`src/rtl/cart_bank_mapper.sv`:
```
module cart_bank_mapper #(
  parameter int ROM_AW = 21,
  parameter int RAM_AW = 15
) (
  input  logic              clk,
  input  logic              rst_n,
  input  logic [15:0]       cpu_addr,
  input  logic [7:0]        cpu_wdata,
  input  logic              cpu_wr,
  input  logic              cfg_big_rom,
  input  logic              cfg_big_ram,
  output logic [ROM_AW-1:0] rom_addr,
  output logic [RAM_AW-1:0] ram_addr,
  output logic              ram_ce
);
  localparam int BANK_W = 7;

  logic       ram_on_q;
  logic [4:0] low_q;
  logic [1:0] hi_q;
  logic       mode_q;

  wire cfg_wr = cpu_wr && !cpu_addr[15];

  always_ff @(posedge clk or negedge rst_n) begin
    if (!rst_n) begin
      ram_on_q <= 1'b0;
      low_q    <= 5'd1;
      hi_q     <= 2'd0;
      mode_q   <= 1'b0;
    end else if (cfg_wr) begin
      case (cpu_addr[14:13])
        2'b00: ram_on_q <= (cpu_wdata[3:0] == 4'hA);
        2'b01: low_q    <= cpu_wdata[4:0];
        2'b10: hi_q     <= cpu_wdata[1:0];
        default: mode_q <= cpu_wdata[0];
      endcase
    end
  end

  wire [4:0] low_eff = (low_q == 5'd0) ? 5'd1 : low_q;
  wire [1:0] rom_hi  = cfg_big_rom ? hi_q : 2'b00;

  logic [BANK_W-1:0] bank;
  always_comb begin
    if (cpu_addr[14])
      bank = {rom_hi, low_eff};
    else if (mode_q)
      bank = {rom_hi, 5'd0};
    else
      bank = '0;
  end

  logic [BANK_W+13:0] rom_full;
  assign rom_full = {bank, cpu_addr[13:0]};
  assign rom_addr = rom_full[ROM_AW-1:0];

  wire [1:0] ram_bank = (cfg_big_ram && mode_q) ? hi_q : 2'b00;
  logic [14:0] ram_full;
  assign ram_full = {ram_bank, cpu_addr[12:0]};
  assign ram_addr = ram_full[RAM_AW-1:0];

  assign ram_ce = ram_on_q && (cpu_addr[15:13] == 3'b101);
endmodule

```
`config.mk`:
```
export PLATFORM = sky130hd
export DESIGN_NAME = cart_bank_mapper
export DESIGN_NICKNAME = d
export VERILOG_FILES = /design/src/rtl/cart_bank_mapper.sv
export SDC_FILE = /design/constraint.sdc
export NUM_CORES = 1
export LEC_CHECK = 0
export BUFFER_PORTS_ARGS = -buffer_cell sky130_fd_sc_hd__buf_2
export CAP_MARGIN = 20
export CORE_ASPECT_RATIO = 0.75
export CORE_MARGIN = 5
export CORE_UTILIZATION = 39
export DETAILED_ROUTE_END_ITERATION = 12
export GPL_TIMING_DRIVEN = 0
export MAX_ROUTING_LAYER = met4
export PLACE_DENSITY = 0.9
export SLEW_MARGIN = 20
export SYNTH_ARGS = -nofsm -noshare
export SYNTH_HDL_FRONTEND = slang
export SYNTH_SLANG_ARGS = --single-unit
```
`constraint.sdc`:
```
create_clock -name clk -period 1.3 [get_ports clk]
set_input_delay 0.13 -clock clk [delete_from_list [all_inputs] [get_ports clk]]
set_output_delay 0.13 -clock clk [all_outputs]
set_load 0.1 [all_outputs]
```
==> run metrics <==
status finished, violations left; crit path DAT 1.28 ns; Final Max Slew Viols 0; GPL Wtd Cong between 0.7 and 0.8; DR iter-0 viols 1; total wire length between 1500 and 2000 µm; placed insts around 140; area share of the largest cell type after synthesis 0.2832; Filler cells about 160; io pins between 60 and 70; P_leak 0.6065 nW; Die Width a little under 60 µm; CTS tree done; unrepaired setup endpoints after global routing yes; Worst Setup End Kind primary output; register area 226.5 µm²; Post-Layout Cell Count around 140; Tot GR Track Use 0.1339; Worst-Skew Late Latency between 0.2 and 0.3 ns; clock skew 0 ns; Mapped Area between 700 and 800 µm²; vias per cell about 4.4; ys flop type dfrtp_1; GRT overflow 0; synth warn 0; Place WS -0.05021 ns; initial core utilization 0.4112; P per Cell Area between 1000 and 1500 nW/µm²; Critical Setup Path Class reg -> out; Post-synth EDFFs 0; count of final hold-check violations 0; CP Max Fanout 2; share of post-route cells with drive strength above 1 0.8099; Yosys top cell by area buf_4; first-pass GRT wire length around 2600 µm; failing checks setup timing; pin count of the biggest net entering global routing 11; Relative slew margins 0.6696; final critical-path setup slack -0.1138 ns; number of global-route vias before repair 593; top cells by count, synth buf_4 (27), dfrtp_1 (8), mux2_4 (7); Setup crit start kind flop; Sum Neg Setup Slack -0.1138 ns; Final period util 1.088; via count roughly 630; Hold Crit Class in -> reg; clock slew at reported path FFs 0.06 ns; max cap viols 0; syn nets 94; root buf cell clkbuf_4; asr flop ratio synth 1.000; synthesis-to-finish area growth 54.37%; H-tree depth 1; core area between 1500 and 2000 µm²; achievable frequency between 700 and 800 MHz; # port buffers between 40 and 50; Site Rows 13; #FFs+latches synth 9; ant diodes 0; initial antenna violation count 0; Longest Clk Path Bufs 2; Synth Instances 65; post-DP HPWL ~1500 µm; Max VDD drop approximately 1.4 mV; most common cell in the netlist buf_4; Cell variety after synth 18; die area around 2800 µm²; Tmin final approximately 1.4 ns; Die H between 40 and 50 µm; # setup viols final 1; multi-input logic area 284.0 µm²; nets@finish between 150 and 200; register area share after synthesis 0.3164; Routed Antenna Nets 0; top cells by area, synth buf_4 (28%), dfrtp_1 (28%), mux2_4 (15%); # DRC 0; routed length per instance about 13 µm; Worst-Margin Slew 0.4990 ns; CTS Buf Count 3; Hold Slack about 0.10 ns; Final Power about 1.6 mW; WP data required ~1.2 ns; average footprint of a synthesized cell 11.01 µm²; First-pass DRT Iterations 3; clock sinks 9
## per-layer routing
layer,global-route usage,vias to the layer above,part of all wire
li1,-,304,-
met2,0.2505,39,0.53
met5,-,-,0
met3,0.03297,0,0.12
met1,0.1402,284,0.35
met4,0.04072,0,0
## stage by stage
step | cell area, µm² | utilization
6_report | 1105 | 0.6348
5_1_grt | 1105 | 0.6348
4_1_cts | 1070 | 0.6147
3_5_place_dp | 994.7 | 0.5715
3_3_place_gp | 994.7 | 0.5715
2_1_floorplan | 721.9 | -
## kinds of logic (layout without fill, tap and decap cells)
group           count (synthesis)  after routing  share of synthesized area
compound gates                  2              2                    0.01748
buf+inv                        30             86                     0.3094
flops                           9              9                     0.3164
mux                             9              9                     0.1783
simple gates                   15             15                     0.1783
## worst paths after layout
kind | end | cells after the start | from | slack [ns]
min in group asynchronous | low_q[4] | 2 | rst_n | 0.25
worst max register to register | low_q[2] | 2 | low_q[2] | 0.39
worst min-delay path | low_q[4] | 2 | cpu_wdata[4] | 0.10
worst min register to register | ram_on_q | 1 | ram_on_q | 0.52
worst max-delay path | rom_addr[14] | 3 | low_q[4] | -0.11
max in group asynchronous | low_q[0] | 2 | rst_n | 0.80
## registers in the layout, summed over array words and instances, names as in the netlist
name	count
hi_q	2
low_q	5
mode_q	1
ram_on_q	1
## cell type report
type / instances / area share
timing repair buffer: 52 / 0.2888
inverter: 2 / 0.006795
tap: 22 / 0.02492
clock buffer: 4 / 0.02378
buffer: 28 / 0.1937
sequential: 9 / 0.2050
multi-input combinational: 26 / 0.2571
## where the power goes
part / switching, mW / internal (mW) / total, mW
Combinational: 0.707 / 0.279 / 0.985
Clock: 0.0985 / 0.118 / 0.217
Sequential: 0.0487 / 0.342 / 0.391
Total: 0.854 / 0.740 / 1.59
## cell usage in the layout (no fill, tap or decap), drive strengths merged
master       count
buf             78
dlygate4sd3      1
nor2             2
dfstp            1
and2             4
inv              2
o21a             1
o21ai            1
nor4bb           1
dfrtp            8
and4bb           2
and4b            1
nand4b           1
nor4             1
nor4b            1
clkbuf           5
and3             2
mux2             9
## worst max-delay path: stages (launching register included)
cell and delay [ns]:
dfrtp_1 0.39, nor4_2 0.26, o21a_2 0.20, buf_12 0.17
## repair_timing
action                                  in CTS  in global routing
endpoints found under the hold margin        9                  0
endpoints found under the setup margin       9                  4
cloned                                       0                  0
setup buffers                                0                  2
hold buffers                                 1                  0
pin swaps                                    0                  2
resized for setup                           13                  5
(Power assumes the default switching activity.)
